==> src/rtl/updn_ctr_pkg.sv <==
package updn_ctr_pkg;

    typedef enum logic [1:0] {
        MODE_CLEAR = 2'b00,
        MODE_DOWN  = 2'b01,
        MODE_LOAD  = 2'b10,
        MODE_UP    = 2'b11
    } mode_e;

    typedef enum logic [2:0] {
        ACT_CLEAR,
        ACT_HOLD,
        ACT_LOAD,
        ACT_INC,
        ACT_DEC
    } act_e;

endpackage

==> src/rtl/updn_mode_decode.sv <==
module updn_mode_decode
    import updn_ctr_pkg::*;
(
    input  logic [1:0] mode,
    input  logic       cnt_en_n,
    input  logic       chain_en_n,
    output mode_e      mode_s,
    output act_e       act,
    output logic       clr
);

    logic run;

    assign mode_s = mode_e'(mode);
    assign run    = ~cnt_en_n & ~chain_en_n;

    always_comb begin
        act = ACT_HOLD;
        unique case (mode_s)
            MODE_CLEAR: act = ACT_CLEAR;
            MODE_LOAD:  act = ACT_LOAD;
            MODE_UP:    act = run ? ACT_INC : ACT_HOLD;
            MODE_DOWN:  act = run ? ACT_DEC : ACT_HOLD;
        endcase
    end

    assign clr = (act == ACT_CLEAR);

endmodule

==> src/rtl/updn_count_reg.sv <==
module updn_count_reg
    import updn_ctr_pkg::*;
#(
    parameter int WIDTH = 8
) (
    input  logic             clk,
    input  logic             clr,
    input  act_e             act,
    input  logic [WIDTH-1:0] data_in,
    output logic [WIDTH-1:0] count_q
);

    localparam logic [WIDTH-1:0] ONE = WIDTH'(1);

    logic [WIDTH-1:0] count_d;

    always_comb begin
        count_d = count_q;
        unique case (act)
            ACT_CLEAR: count_d = '0;
            ACT_HOLD:  count_d = count_q;
            ACT_LOAD:  count_d = data_in;
            ACT_INC:   count_d = count_q + ONE;
            ACT_DEC:   count_d = count_q - ONE;
            default:   count_d = count_q;
        endcase
    end

    always_ff @(posedge clk or posedge clr) begin
        if (clr) count_q <= '0;
        else     count_q <= count_d;
    end

    AST_LOAD_TAKES_DATA: assert property (@(posedge clk) disable iff (clr)
        (act == ACT_LOAD) |=> (count_q == $past(data_in)));
    AST_INC_STEP: assert property (@(posedge clk) disable iff (clr)
        (act == ACT_INC) |=> (count_q == WIDTH'($past(count_q) + ONE)));
    AST_DEC_STEP: assert property (@(posedge clk) disable iff (clr)
        (act == ACT_DEC) |=> (count_q == WIDTH'($past(count_q) - ONE)));
    AST_HOLD_STABLE: assert property (@(posedge clk) disable iff (clr)
        (act == ACT_HOLD) |=> $stable(count_q));

endmodule

==> src/rtl/updn_carry_gen.sv <==
module updn_carry_gen
    import updn_ctr_pkg::*;
#(
    parameter int WIDTH = 8
) (
    input  logic             clk,
    input  logic             clr,
    input  mode_e            mode_s,
    input  logic             cnt_en_n,
    input  logic             chain_en_n,
    input  logic [WIDTH-1:0] count_q,
    output logic             carry_n
);

    logic at_top, at_bottom, terminal;

    assign at_top    = &count_q;
    assign at_bottom = ~|count_q;

    always_comb begin
        terminal = 1'b0;
        unique case (mode_s)
            MODE_UP:    terminal = at_top;
            MODE_DOWN:  terminal = at_bottom;
            MODE_LOAD:  terminal = 1'b0;
            MODE_CLEAR: terminal = 1'b0;
        endcase
    end

    assign carry_n = ~(terminal & ~cnt_en_n & ~chain_en_n);

    AST_CARRY_NEEDS_ENABLES: assert property (@(posedge clk) disable iff (clr)
        (cnt_en_n || chain_en_n || mode_s == MODE_LOAD) |-> carry_n);
    AST_CARRY_UP_TERMINAL: assert property (@(posedge clk) disable iff (clr)
        (!carry_n && mode_s == MODE_UP) |-> (count_q == {WIDTH{1'b1}}));
    AST_CARRY_DOWN_TERMINAL: assert property (@(posedge clk) disable iff (clr)
        (!carry_n && mode_s == MODE_DOWN) |-> (count_q == '0));

endmodule

==> src/rtl/updn_mode_counter.sv <==
module updn_mode_counter
    import updn_ctr_pkg::*;
#(
    parameter int WIDTH = 8
) (
    input  logic             clk,
    input  logic [1:0]       mode,
    input  logic [WIDTH-1:0] data_in,
    input  logic             cnt_en_n,
    input  logic             chain_en_n,
    output logic [WIDTH-1:0] count_q,
    output logic             carry_n
);

    mode_e mode_s;
    act_e  act;
    logic  clr;

    updn_mode_decode u_dec (
        .mode       (mode),
        .cnt_en_n   (cnt_en_n),
        .chain_en_n (chain_en_n),
        .mode_s     (mode_s),
        .act        (act),
        .clr        (clr)
    );

    updn_count_reg #(.WIDTH(WIDTH)) u_reg (
        .clk     (clk),
        .clr     (clr),
        .act     (act),
        .data_in (data_in),
        .count_q (count_q)
    );

    updn_carry_gen #(.WIDTH(WIDTH)) u_carry (
        .clk        (clk),
        .clr        (clr),
        .mode_s     (mode_s),
        .cnt_en_n   (cnt_en_n),
        .chain_en_n (chain_en_n),
        .count_q    (count_q),
        .carry_n    (carry_n)
    );

    AST_CLEAR_ZERO: assert property (@(posedge clk)
        (mode == 2'b00) |-> (count_q == '0 && carry_n));

endmodule

==> config.mk <==
export PLATFORM = sky130hd
export DESIGN_NAME = updn_mode_counter
export DESIGN_NICKNAME = d
export VERILOG_FILES = /design/src/rtl/updn_ctr_pkg.sv /design/src/rtl/updn_mode_decode.sv /design/src/rtl/updn_count_reg.sv /design/src/rtl/updn_carry_gen.sv /design/src/rtl/updn_mode_counter.sv
export SDC_FILE = /design/constraint.sdc
export NUM_CORES = 1
export LEC_CHECK = 0
export CORE_UTILIZATION = 44
export DETAILED_ROUTE_END_ITERATION = 6
export GPL_TIMING_DRIVEN = 0
export PLACE_DENSITY = 0.75
export SLEW_MARGIN = 20
export SYNTH_ARGS = -nofsm -noshare
export SYNTH_HDL_FRONTEND = slang
export SYNTH_HIERARCHICAL = 1
export SYNTH_SLANG_ARGS = --single-unit
export TNS_END_PERCENT = 10
==> constraint.sdc <==
create_clock -name clk -period 1.75 [get_ports clk]
set_input_delay 0.2625 -clock clk [delete_from_list [all_inputs] [get_ports clk]]
set_output_delay 0.2625 -clock clk [all_outputs]
set_load 0.01 [all_outputs]
==> impl_summary.md <==
Critical path
In this run the worst path has a maximum fanout of 6. The start-to-end type of the worst setup path is in -> reg. The number of cells traversed by the worst register-to-register path is 6. The launch point of the worst reg-to-reg path is u_reg/count_q[3]$_DFFE_PP0P_. The critical path starts at chain_en_n.

The required time at the endpoint of the critical path is 1.89 ns. The sort of element at the end of the critical path is a flop. The cell family contributing the most delay on the critical path is compound AO/OA/AOI/OAI gates. The worst setup path endpoint is u_reg/count_q[5]$_DFFE_PP0P_. The path length in cells of the critical path is 9. The largest incremental delay on the critical path is 0.36 ns. STA classifies the critical path startpoint as a primary input. The slowest cell on the critical path is a311o_1.

The worst register-to-register path has a setup slack of -0.22 ns. The worst register-to-register path ends at u_reg/count_q[6]$_DFFE_PP0P_. STA puts the critical path data arrival time at 2.15 ns.

Together, buffers and inverters on the worst path number 2. The cell seen most often among critical-path stages is a311o_1. Walking the worst path, the cells encountered are buf_8 -> nor3_4 -> and2_4 -> nor3b_4 -> buf_4 -> nor2_1 -> a21o_1 -> a311o_1 -> a311o_1.

Yosys
In the synthesized netlist, the number of instances is 124. The mapped cell area is 930.9 um^2. In the post-synthesis netlist, the cell with the most instances is nor2_1. The library cell occupying the most area in the post-synthesis netlist is dfrtp_1. The count of flip-flops with a built-in enable after synthesis is 0. The part of the Yosys area used for sequential elements is 0.2151. The average cell area after synthesis is 7.507 um^2. The Yosys step of the flow raised 6 warnings. The fraction of post-synthesis cell area in the top cell type by area is 0.2151. The number of distinct library cells after synthesis is 46.

After synthesis, the cell types taking the most area are dfrtp_1 (22%), nor2_1 (4.8%), nand2_1 (4.4%). The synthesized design contains 8 register bits. Ranked by instance count, the synthesized netlist is headed by nor2_1 (12), nand2_1 (11), dfrtp_1 (8). The leading register cell type out of synthesis is dfrtp_1. Synthesis produced a netlist with a net count of 139. The async set or reset register ratio after synthesis is 1.000.

STA
The final count of hold timing violations is 0. The final worst hold slack is 0.06428 ns. Setup violations remaining at the end of the flow were counted as 7.

The smallest clock period supported by the final layout is computed as 2.014 ns. The post-route fraction of the period consumed by the critical path is 1.151. The max-slew headroom at the worst pin is 0.6673. Setup repair after global routing could not meet its margin everywhere. The transition time at the pin with the least slew margin is 0.4991 ns. The final worst clock skew is 0.003902 ns. The final-report max-slew violation count came to 0. The smallest setup slack after layout is -0.2638 ns.

The maximum achievable frequency is 496.6 MHz.

Finish
From synthesis to final layout, the design area changed by 44.49%. For this run, the share of the core covered by cells in the final layout is 0.6787. The largest registers in the layout are u_reg/count_q x8.

The antenna diode count is 0. The largest register by flop count is u_reg/count_q. The net count of the finished layout is 170.

The share of layout cells above drive strength 1 is 0.2614. The flip-flop count of the largest register, all copies and words added is 8.

Drt
The first-pass iteration count of the detailed router is 4. The violation count after the first detailed-route iteration is 57. The routed design has 2975 um of wire. The detailed router placed 1110 vias in this run. The via count normalized by instance count is 6.167. The post-detailed-route DRC marker count is 0. The detail route stage leaves a number of antenna-violating nets equal to 0. In the final routed layout, each cell accounts on average for 16.53 um.

Clock tree
CTS built an H-tree with a depth of 1. The CTS buffer count is 3. CTS placed an instance of clkbuf_4 at the clock tree root.

The number of clock sinks seen by CTS is 8. The CTS tree is done. The clock-pin slew reported for the worst setup and hold paths after clock tree synthesis is 0.06 ns. At the later pin of the worst-skew pair, clock insertion delay measures 0.26 ns.

The maximum root-to-sink buffer count is 2.

Pwr
The static power due to leakage is 0.5482 nW. In this run the power density over the cells is 738.8 mW/mm^2. The maximum resistive drop on vdd is 619.1 uV.

Place
At the end of routability-driven placement, the weighted congestion stood at 0.8500. The number of buffers inserted by port buffering is 21. Summed over all nets, the half-perimeter wirelength after detailed placement is 1878 um.

Floorplanning
The die area is 0.002304 mm^2. The I/O pin count is 22. The core outline area is 0.001982 mm^2. The y dimension of the die is 48.00 um. The number of core rows is 16.

For this configuration, the core starts out at a cell density of 0.4697. From left edge to right edge, the die measures 48.00 um.

Global routing
The leftover overflow at the end of global routing is 0. The number of global-route vias before repair is 973. The met2 capacity usage during global routing is 0.4730.

For met1 alone, demand over resource in global routing was 0.3663. The layer carrying the most global-route usage is met2. In the global route stage, overall resource usage came out at 0.2785. The number of antenna violations at the first check in global routing is 0. The largest net degree at the start of global routing is 12.

In the global route stage, met3 resource usage came out at 0.03396. The global-route wire length before repair is 4429 um.

Status
The run finished, with violations left. The final reports fail on negative setup slack.

Flow run
Across the run, the number of max-cap violations was 0.

Min path
The path class of the lowest-slack min-delay path is in -> async.
[through the flow]
stage	area (um^2)	instances	worst slack, ns	power, mW	setup TNS (ns)
after floorplan	960.9	124	-0.5308	0.5590	-2.341
after global placement	1205	172	-1.280	0.7291	-8.122
after detailed placement	1205	172	-1.324	0.7357	-8.584
after CTS	1294	179	-0.2779	0.9395	-1.497
after global routing	1345	180	-0.3982	1.063	-2.021
final	1345	180	-0.2638	0.9938	-1.395
[routing by layer]
metal,share of wire,vias to the layer above
met1,0.43,519
li1,-,526
met2,0.50,61
met4,0.0081,0
met3,0.065,4
met5,0,-
[layout by cell type, fill, tap and decap left out, drive strengths merged, types with 3 or more instances in the layout]
master	instances
mux2i	4
nand2	11
and2	3
dfrtp	8
inv	3
nand3	3
a21o	3
and3	4
clkdlybuf4s50	16
nor2b	3
nor3	6
clkbuf	6
o21ai	7
buf	17
nor2	12
a31oi	4
a21oi	6
[logic make-up (layout without fill, tap and decap cells)]
logic type	after synthesis	count (layout)	share of synthesized area
buf+inv	14	43	0.06854
mux	5	5	0.05511
simple gates	54	54	0.3145
fa+ha+maj	2	2	0.02688
xor+xnor	2	2	0.01882
compound gates	39	39	0.3011
flops	8	8	0.2151
[tightest hold or removal path, delay by kind of cell]
| kind | cells | cell delay [ns] |
|---|---|---|
| simple gates | 1 | 0.06 |
| buf+inv | 2 | 0.41 |
[worst min-delay path by stage]
stage	cells past startpoint	slack [ns]	to	from
after floorplan	2	0.10	u_reg/count_q[0]$_DFFE_PP0P_	mode[0]
after global placement	2	0.68	u_reg/count_q[6]$_DFFE_PP0P_	u_reg/count_q[6]$_DFFE_PP0P_
after detailed placement	2	0.68	u_reg/count_q[6]$_DFFE_PP0P_	u_reg/count_q[6]$_DFFE_PP0P_
after CTS	3	0.07	u_reg/count_q[5]$_DFFE_PP0P_	mode[1]
after global routing	3	0.10	u_reg/count_q[3]$_DFFE_PP0P_	mode[1]
final	3	0.06	u_reg/count_q[3]$_DFFE_PP0P_	mode[1]
[where the power goes]
part | internal (mW) | total (mW) | switching (mW)
clock | 0.0792 | 0.151 | 0.0721
combinational | 0.277 | 0.537 | 0.260
sequential | 0.227 | 0.306 | 0.0787
total | 0.583 | 0.994 | 0.411
[timing repair]
action                                  in CTS  in global routing
setup buffers                                7                  1
resized for setup                           38                 13
hold buffers                                 0                  0
endpoints found under the setup margin       9                  8
pin swaps                                    8                  5
[layout make-up]
type,instances,area (um^2)
well taps,27,33.78
plain buffers,8,47.55
multi-input cells,102,749.5
flip-flops and latches,8,205.2
repair buffers,29,275.3
fillers,166,636.9
clock buffers,3,22.52
inverters,3,11.26
(Power assumes the default switching activity.)
